===== src/rtl/wexp_pkg.sv =====
// Shared types for the windowed exponentiation sequencer.
// Assumes nothing beyond a two-bit operation code seen at the top ports.
package wexp_pkg;
    typedef enum logic [1:0] {
        OPK_NONE = 2'd0,
        OPK_FILL = 2'd1,
        OPK_SQR  = 2'd2,
        OPK_TBL  = 2'd3
    } opk_e;
endpackage


===== src/rtl/wexp_modmul.sv =====
// Bit-serial modular multiplier: p = a*b mod n, one bit of b per cycle, MSB first.
// Assumes a < n and n >= 2; both are held internally from the go pulse.
// The done pulse arrives W cycles after go, whatever the operand values.
module wexp_modmul #(
    parameter int W = 32
) (
    input  logic         clk,
    input  logic         rst_n,
    input  logic         go,
    input  logic [W-1:0] a,
    input  logic [W-1:0] b,
    input  logic [W-1:0] n,
    output logic         done,
    output logic [W-1:0] p
);
    localparam int CW = $clog2(W + 1);

    logic [W-1:0]  a_q, b_q, n_q, r_q;
    logic [CW-1:0] cnt_q;
    logic          run_q;
    logic [W:0]    dbl, sum;
    logic [W-1:0]  red1, red2;

    // One interleaved step: double, reduce, conditionally add, reduce.
    always_comb begin
        dbl  = {r_q, 1'b0};
        red1 = W'((dbl >= {1'b0, n_q}) ? dbl - {1'b0, n_q} : dbl);
        sum  = {1'b0, red1} + (b_q[W-1] ? {1'b0, a_q} : '0);
        red2 = W'((sum >= {1'b0, n_q}) ? sum - {1'b0, n_q} : sum);
    end

    // Operand capture, step iteration and completion pulse.
    always_ff @(posedge clk) begin
        if (!rst_n) begin
            a_q <= '0; b_q <= '0; n_q <= '0; r_q <= '0;
            cnt_q <= '0; run_q <= 1'b0; done <= 1'b0;
        end else if (go) begin
            a_q <= a; b_q <= b; n_q <= n; r_q <= '0;
            cnt_q <= CW'(W); run_q <= 1'b1; done <= 1'b0;
        end else if (run_q) begin
            r_q   <= red2;
            b_q   <= {b_q[W-2:0], 1'b0};
            cnt_q <= cnt_q - 1'b1;
            if (cnt_q == CW'(1)) begin
                run_q <= 1'b0;
                done  <= 1'b1;
            end else begin
                done <= 1'b0;
            end
        end else begin
            done <= 1'b0;
        end
    end

    assign p = r_q;
endmodule


===== src/rtl/wexp_table.sv =====
// Power table: 2^M entries of W bits, one synchronous write port and one
// asynchronous read port. Assumes every entry is written before it is read.
module wexp_table #(
    parameter int W = 32,
    parameter int M = 4
) (
    input  logic         clk,
    input  logic         we,
    input  logic [M-1:0] waddr,
    input  logic [W-1:0] wdata,
    input  logic [M-1:0] raddr,
    output logic [W-1:0] rdata
);
    localparam int DEPTH = 1 << M;

    logic [W-1:0] mem [DEPTH];

    // Store a freshly computed power.
    always_ff @(posedge clk) begin
        if (we) mem[waddr] <= wdata;
    end

    assign rdata = mem[raddr];
endmodule


===== src/rtl/wexp_ctrl.sv =====
// Sequencer: fills the power table, then runs M squarings plus one table
// multiply per exponent window, most significant window first, with no
// branch on window values. Assumes the multiplier answers each go with done.
module wexp_ctrl
    import wexp_pkg::*;
#(
    parameter int W  = 32,
    parameter int M  = 4,
    parameter int EW = 32
) (
    input  logic         clk,
    input  logic         rst_n,
    input  logic         start,
    input  logic [W-1:0] base,
    input  logic [W-1:0] modv,
    input  logic [EW-1:0] expv,
    output logic         mul_go,
    output opk_e         mul_kind,
    output logic [W-1:0] op_a,
    output logic [W-1:0] op_b,
    output logic [W-1:0] op_n,
    input  logic         mul_done,
    input  logic [W-1:0] mul_p,
    output logic         tbl_we,
    output logic [M-1:0] tbl_waddr,
    output logic [W-1:0] tbl_wdata,
    output logic [M-1:0] tbl_raddr,
    input  logic [W-1:0] tbl_rdata,
    output logic [M-1:0] tbl_addr,
    output logic         busy,
    output logic         done,
    output logic [W-1:0] acc
);
    localparam int ND = (EW + M - 1) / M;
    localparam int PW = ND * M;
    localparam int DW = (ND > 1) ? $clog2(ND) : 1;
    localparam int SW = $clog2(M + 1);

    typedef enum logic [2:0] {
        S_IDLE, S_FILL_GO, S_FILL_WAIT, S_SQ_GO, S_SQ_WAIT, S_TM_GO, S_TM_WAIT
    } st_e;

    st_e           st_q;
    logic [W-1:0]  g_q, n_q, prev_q, acc_q;
    logic [PW-1:0] e_q;
    logic [M-1:0]  fidx_q;
    logic [DW-1:0] dig_q;
    logic [SW-1:0] sqc_q;
    logic          done_q;
    logic [M-1:0]  win;

    // Current exponent window, selected by the digit index.
    assign win = e_q[dig_q*M +: M];

    // Operation issue: operands, kind and table address per state.
    always_comb begin
        mul_go   = 1'b0;
        mul_kind = OPK_NONE;
        op_a     = acc_q;
        op_b     = acc_q;
        tbl_addr = '0;
        case (st_q)
            S_FILL_GO: begin
                mul_go = 1'b1; mul_kind = OPK_FILL;
                op_a = prev_q; op_b = g_q; tbl_addr = fidx_q;
            end
            S_SQ_GO: begin
                mul_go = 1'b1; mul_kind = OPK_SQR;
            end
            S_TM_GO: begin
                mul_go = 1'b1; mul_kind = OPK_TBL;
                op_b = tbl_rdata; tbl_addr = win;
            end
            default: ;
        endcase
    end

    // Table write: entry 0 on start, later entries as fill products arrive.
    always_comb begin
        tbl_we    = 1'b0;
        tbl_waddr = fidx_q;
        tbl_wdata = mul_p;
        if (st_q == S_IDLE && start) begin
            tbl_we = 1'b1; tbl_waddr = '0; tbl_wdata = W'(1);
        end else if (st_q == S_FILL_WAIT && mul_done) begin
            tbl_we = 1'b1;
        end
    end

    // Main state machine and datapath registers.
    always_ff @(posedge clk) begin
        if (!rst_n) begin
            st_q <= S_IDLE;
            g_q <= '0; n_q <= '0; prev_q <= '0; acc_q <= '0; e_q <= '0;
            fidx_q <= '0; dig_q <= '0; sqc_q <= '0; done_q <= 1'b0;
        end else begin
            done_q <= 1'b0;
            case (st_q)
                S_IDLE: if (start) begin
                    g_q    <= base;
                    n_q    <= modv;
                    e_q    <= PW'(expv);
                    prev_q <= W'(1);
                    fidx_q <= M'(1);
                    st_q   <= S_FILL_GO;
                end
                S_FILL_GO: st_q <= S_FILL_WAIT;
                S_FILL_WAIT: if (mul_done) begin
                    prev_q <= mul_p;
                    if (fidx_q == '1) begin
                        acc_q <= W'(1);
                        dig_q <= DW'(ND - 1);
                        sqc_q <= '0;
                        st_q  <= S_SQ_GO;
                    end else begin
                        fidx_q <= fidx_q + 1'b1;
                        st_q   <= S_FILL_GO;
                    end
                end
                S_SQ_GO: st_q <= S_SQ_WAIT;
                S_SQ_WAIT: if (mul_done) begin
                    acc_q <= mul_p;
                    if (sqc_q == SW'(M - 1)) begin
                        sqc_q <= '0;
                        st_q  <= S_TM_GO;
                    end else begin
                        sqc_q <= sqc_q + 1'b1;
                        st_q  <= S_SQ_GO;
                    end
                end
                S_TM_GO: st_q <= S_TM_WAIT;
                S_TM_WAIT: if (mul_done) begin
                    acc_q <= mul_p;
                    if (dig_q == '0) begin
                        done_q <= 1'b1;
                        st_q   <= S_IDLE;
                    end else begin
                        dig_q <= dig_q - 1'b1;
                        st_q  <= S_SQ_GO;
                    end
                end
                default: st_q <= S_IDLE;
            endcase
        end
    end

    assign tbl_raddr = win;
    assign op_n      = n_q;
    assign busy      = (st_q != S_IDLE);
    assign done      = done_q;
    assign acc       = acc_q;
endmodule


===== src/rtl/wexp_seq.sv =====
// Top of the windowed exponentiation sequencer: controller, power table and
// the shared serial modular multiplier. Assumes base < modulus, modulus >= 2.
module wexp_seq
    import wexp_pkg::*;
#(
    parameter int W  = 32,
    parameter int M  = 4,
    parameter int EW = 32
) (
    input  logic          clk,
    input  logic          rst_n,
    input  logic          start_i,
    input  logic [W-1:0]  base_i,
    input  logic [W-1:0]  mod_i,
    input  logic [EW-1:0] exp_i,
    output logic          busy_o,
    output logic          done_o,
    output logic [W-1:0]  result_o,
    output logic          mul_go_o,
    output logic [1:0]    mul_kind_o,
    output logic [M-1:0]  tbl_addr_o
);
    logic         mul_go, mul_done, tbl_we;
    opk_e         mul_kind;
    logic [W-1:0] op_a, op_b, op_n, mul_p, tbl_wdata, tbl_rdata;
    logic [M-1:0] tbl_waddr, tbl_raddr;

    wexp_ctrl #(.W(W), .M(M), .EW(EW)) u_ctrl (
        .clk(clk), .rst_n(rst_n), .start(start_i),
        .base(base_i), .modv(mod_i), .expv(exp_i),
        .mul_go(mul_go), .mul_kind(mul_kind),
        .op_a(op_a), .op_b(op_b), .op_n(op_n),
        .mul_done(mul_done), .mul_p(mul_p),
        .tbl_we(tbl_we), .tbl_waddr(tbl_waddr), .tbl_wdata(tbl_wdata),
        .tbl_raddr(tbl_raddr), .tbl_rdata(tbl_rdata),
        .tbl_addr(tbl_addr_o), .busy(busy_o), .done(done_o), .acc(result_o)
    );

    wexp_table #(.W(W), .M(M)) u_tbl (
        .clk(clk), .we(tbl_we), .waddr(tbl_waddr), .wdata(tbl_wdata),
        .raddr(tbl_raddr), .rdata(tbl_rdata)
    );

    wexp_modmul #(.W(W)) u_mul (
        .clk(clk), .rst_n(rst_n), .go(mul_go),
        .a(op_a), .b(op_b), .n(op_n), .done(mul_done), .p(mul_p)
    );

    assign mul_go_o   = mul_go;
    assign mul_kind_o = mul_kind;
endmodule


===== config.mk =====
export PLATFORM = sky130hd
export DESIGN_NAME = wexp_seq
export DESIGN_NICKNAME = d
export VERILOG_FILES = /design/src/rtl/wexp_pkg.sv /design/src/rtl/wexp_modmul.sv /design/src/rtl/wexp_table.sv /design/src/rtl/wexp_ctrl.sv /design/src/rtl/wexp_seq.sv
export SDC_FILE = /design/constraint.sdc
export NUM_CORES = 2
export LEC_CHECK = 0
export BUFFER_PORTS_ARGS = -buffer_cell sky130_fd_sc_hd__buf_2
export CAP_MARGIN = 10
export CORE_UTILIZATION = 45
export CTS_BUF_LIST = sky130_fd_sc_hd__clkbuf_2
export CTS_CLUSTER_SIZE = 12
export DETAILED_ROUTE_END_ITERATION = 6
export PLACE_DENSITY = 0.73
export REMOVE_ABC_BUFFERS = 1
export SETUP_SLACK_MARGIN = 0.5
export SLEW_MARGIN = 20
export SYNTH_ARGS = -nofsm -noshare
export SYNTH_HDL_FRONTEND = slang
export SYNTH_SLANG_ARGS = --single-unit

===== constraint.sdc =====
create_clock -name clk -period 21.1 [get_ports clk]
set_input_delay 5.275 -clock clk [delete_from_list [all_inputs] [get_ports clk]]
set_output_delay 5.275 -clock clk [all_outputs]
set_load 0.05 [all_outputs]

==> qor.txt <==
status: finished clean
clk slew on worst S/H paths: 0.11 ns
Worst R2R Path Depth: 33
critical-path cell list: mux4_2, mux2i_4, buf_4, a211oi_1, buf_2
NetSw: 0.00226 W
Buffers on Ports: 139
Worst-Margin Slew: 1.07 ns
chip height: 297 microns
delay-heaviest family, CP: buffers and inverters
fin cells: 5,273
Syn Area/Cell: 10.3 sq um
pre-CTS setup slack: 12.58 ns
Setup Fix Bufs, Post-CTS: 0
Fin. Hold Viols: 0
worst reg2reg setup slack: 12.47 ns
TritonRoute pass-1 iters: 6
commonest non-fill, non-tap cell in the layout: nand2_1
Tot Pwr: 0.00551 W
worst reg2reg endpoint: u_mul.p[9]
switching share of power: 0.410
DP Area: 40,900 sq um
wire length of the first global-routing pass: 165 mm
Sequential Power Share: 0.330
Area Growth Syn to Fin: 8.96%
post-route worst setup slack: 11.68 ns
WP data arrival: 4.14 ns
DRC: 0
clock network power share: 0.193
startpoint types: flip-flop
Leak Pwr: 16.4 nW
Synth async-reset ratio: 0
I/O Pins: 140
CP max FO: 64
via count: 30,200
DP Cell Count: 4,897
max-slew violation count: 0
max_slew headroom: 0.284
WP depth: 5
Synth Register Bits: 822
H-tree depth: 4
synthesized area: 39,200 sq um
worst hold path class: flip-flop to flip-flop
Worst VDD drop: 0.195 mV
GRT Total Usage: 0.238
DR iter-0 viols: 3,048
Initial Util: 0.457
antenna-violating nets left: 0
DIE AREA: 88,400 sq um
reg-to-reg startpoint: u_mul.p[0]
fin crit period: 9.42 ns
clk buf depth: 3
max reg flops: 512
initial antenna violation count: 8
critical path class: flip-flop to primary output
hold buffers post-CTS: 0
core area: 85,800 sq um
Hold EP: u_mul.n_q[24]
largest net degree at the start of global routing: 195
Setup crit end kind: primary output
Placer Congestion: 0.935
Finish-stage setup viols: 0
die width: 297 microns
Max Clock Freq: 106 MHz
Final HPWL DP: 64.0 mm
WP buf/inv: 2
Max stage delay on crit path: 0.75 ns
most frequent cells in the layout: nand2_1, edfxtp_1, dfxtp_1
Warnings, synthesis: 0
sequential share of the synthesized area: 0.550
Biggest register: u_tbl.mem
Mapped Cells: 3,828
hold depth: 2
post-route cell area: 42,800 sq um
CTS tree: yes
FILL cells: 7,761
Hold Startpoint: u_ctrl.op_n[24]
grt total ovfl: 0
CTS buffer count: 199
wire per inst: 20.3 microns
CP max-delay cell: dfxtp_1
Pint: 0.00325 W
CTS Root Cell: clkbuf_2
share of cells above drive strength 1: 0.159
main flop type after synthesis: edfxtp_1
part of the power in combinational logic: 0.477
TritonCTS Sinks: 822
Clock Latency Late Sink: 1.52 ns
Unique masters post-synth: 78
RSZ-0062 raised after global routing: no
vias per std cell: 5.72
Worst Skew: 0.115 ns
pwr dens: 129 nW/um^2
max_cap viols: 0
Post-Route WL: 107 mm
Setup TNS: 0 ns
Nets: 4,158
vias in the first global route: 29,200
worst endpoint required time: 15.83 ns
Placement Rows: 107
EDFF count, synth: 512
crit share post-route: 0.446
Post-CTS Resized: 0
worst reg2reg max path: cells and delay by family (launching register included):
kind	cells	cell delay, ns
flops	1	0.42
compound gates	17	4.03
fa+ha+maj	4	1.42
simple gates	6	0.93
buf+inv	3	1.00
xor+xnor	1	0.20
mux	2	0.54
routing by layer:
layer  routed length (microns)  up-vias  track usage
li1                          -    14200            -
met1                     44500    14300        0.316
met2                     48600     1469        0.374
met3                     10900      218       0.0621
met4                      2960        0       0.0889
met5                         0        -            0
worst max path at each step:
stage | startpoint | end | slack (ns)
global placement | u_mul.n_q[2] | u_mul.p[9] | 12.72
global route | u_ctrl.dig_q[0] | tbl_addr_o[3] | 11.39
detailed placement | u_mul.p[0] | u_mul.p[9] | 12.58
floorplan | u_ctrl.dig_q[0] | tbl_addr_o[3] | 6.61
CTS | u_ctrl.dig_q[0] | tbl_addr_o[3] | 11.51
finish | u_ctrl.dig_q[0] | tbl_addr_o[3] | 11.68
power groups by stage:
stage               logic (W)  registers (W)  clock network, W
global route          0.00287        0.00183           0.00117
CTS                   0.00259        0.00182           0.00109
detailed placement    0.00258        0.00186                 0
global placement      0.00257        0.00185                 0
finish                0.00263        0.00182           0.00106
floorplan             0.00199        0.00184                 0
layout make-up:
class / instances / area [sq um] / share of cell area
Sequential cell: 822 / 21600 / 0.505
Multi-Input combinational cell: 2667 / 16500 / 0.386
Clock buffer: 297 / 1490 / 0.0348
Tap cell: 1144 / 1430 / 0.0335
Timing Repair Buffer: 189 / 1090 / 0.0255
Clock inverter: 68 / 364 / 0.00852
Inverter: 75 / 284 / 0.00664
Antenna cell: 11 / 27.5 / 0.000644
stage by stage:
step / hold WS (ns) / utilization
after floorplan: 0.425 / -
after global placement: 0.438 / 0.476
after detailed placement: 0.443 / 0.476
after CTS: 0.433 / 0.498
after global routing: 0.463 / 0.498
final: 0.424 / 0.498
synth_stat cells, types with 21 or more instances:
library cell,count,share of area
nand2_1,908,0.087
edfxtp_1,512,0.39
dfxtp_1,310,0.16
clkbuf_1,191,0.018
nand3_1,183,0.023
a21boi_0,166,0.032
nor2_1,159,0.015
a21oi_1,115,0.015
ha_1,102,0.033
nor2b_1,75,0.012
a31oi_1,74,0.012
and3_1,74,0.012
inv_1,74,0.0071
and2_1,70,0.011
a311oi_1,67,0.015
o21ai_0,62,0.0079
buf_2,52,0.0066
xnor2_1,52,0.012
mux2i_1,46,0.012
xor2_1,39,0.0087
o211a_1,38,0.0097
o211ai_1,38,0.0073
o22ai_1,37,0.0059
mux2_2,36,0.010
a211oi_1,35,0.0067
a21o_1,34,0.0065
o221a_2,32,0.0092
a22oi_1,31,0.0059
mux2_4,27,0.010
o21a_1,21,0.0040
cell families after synthesis:
family,after synthesis,synth area share
simple gates,1545,0.173
flops,822,0.550
compound gates,808,0.150
buf+inv,339,0.0354
mux,118,0.0373
fa+ha+maj,105,0.0341
xor+xnor,91,0.0203
(Power assumes the default switching activity.)
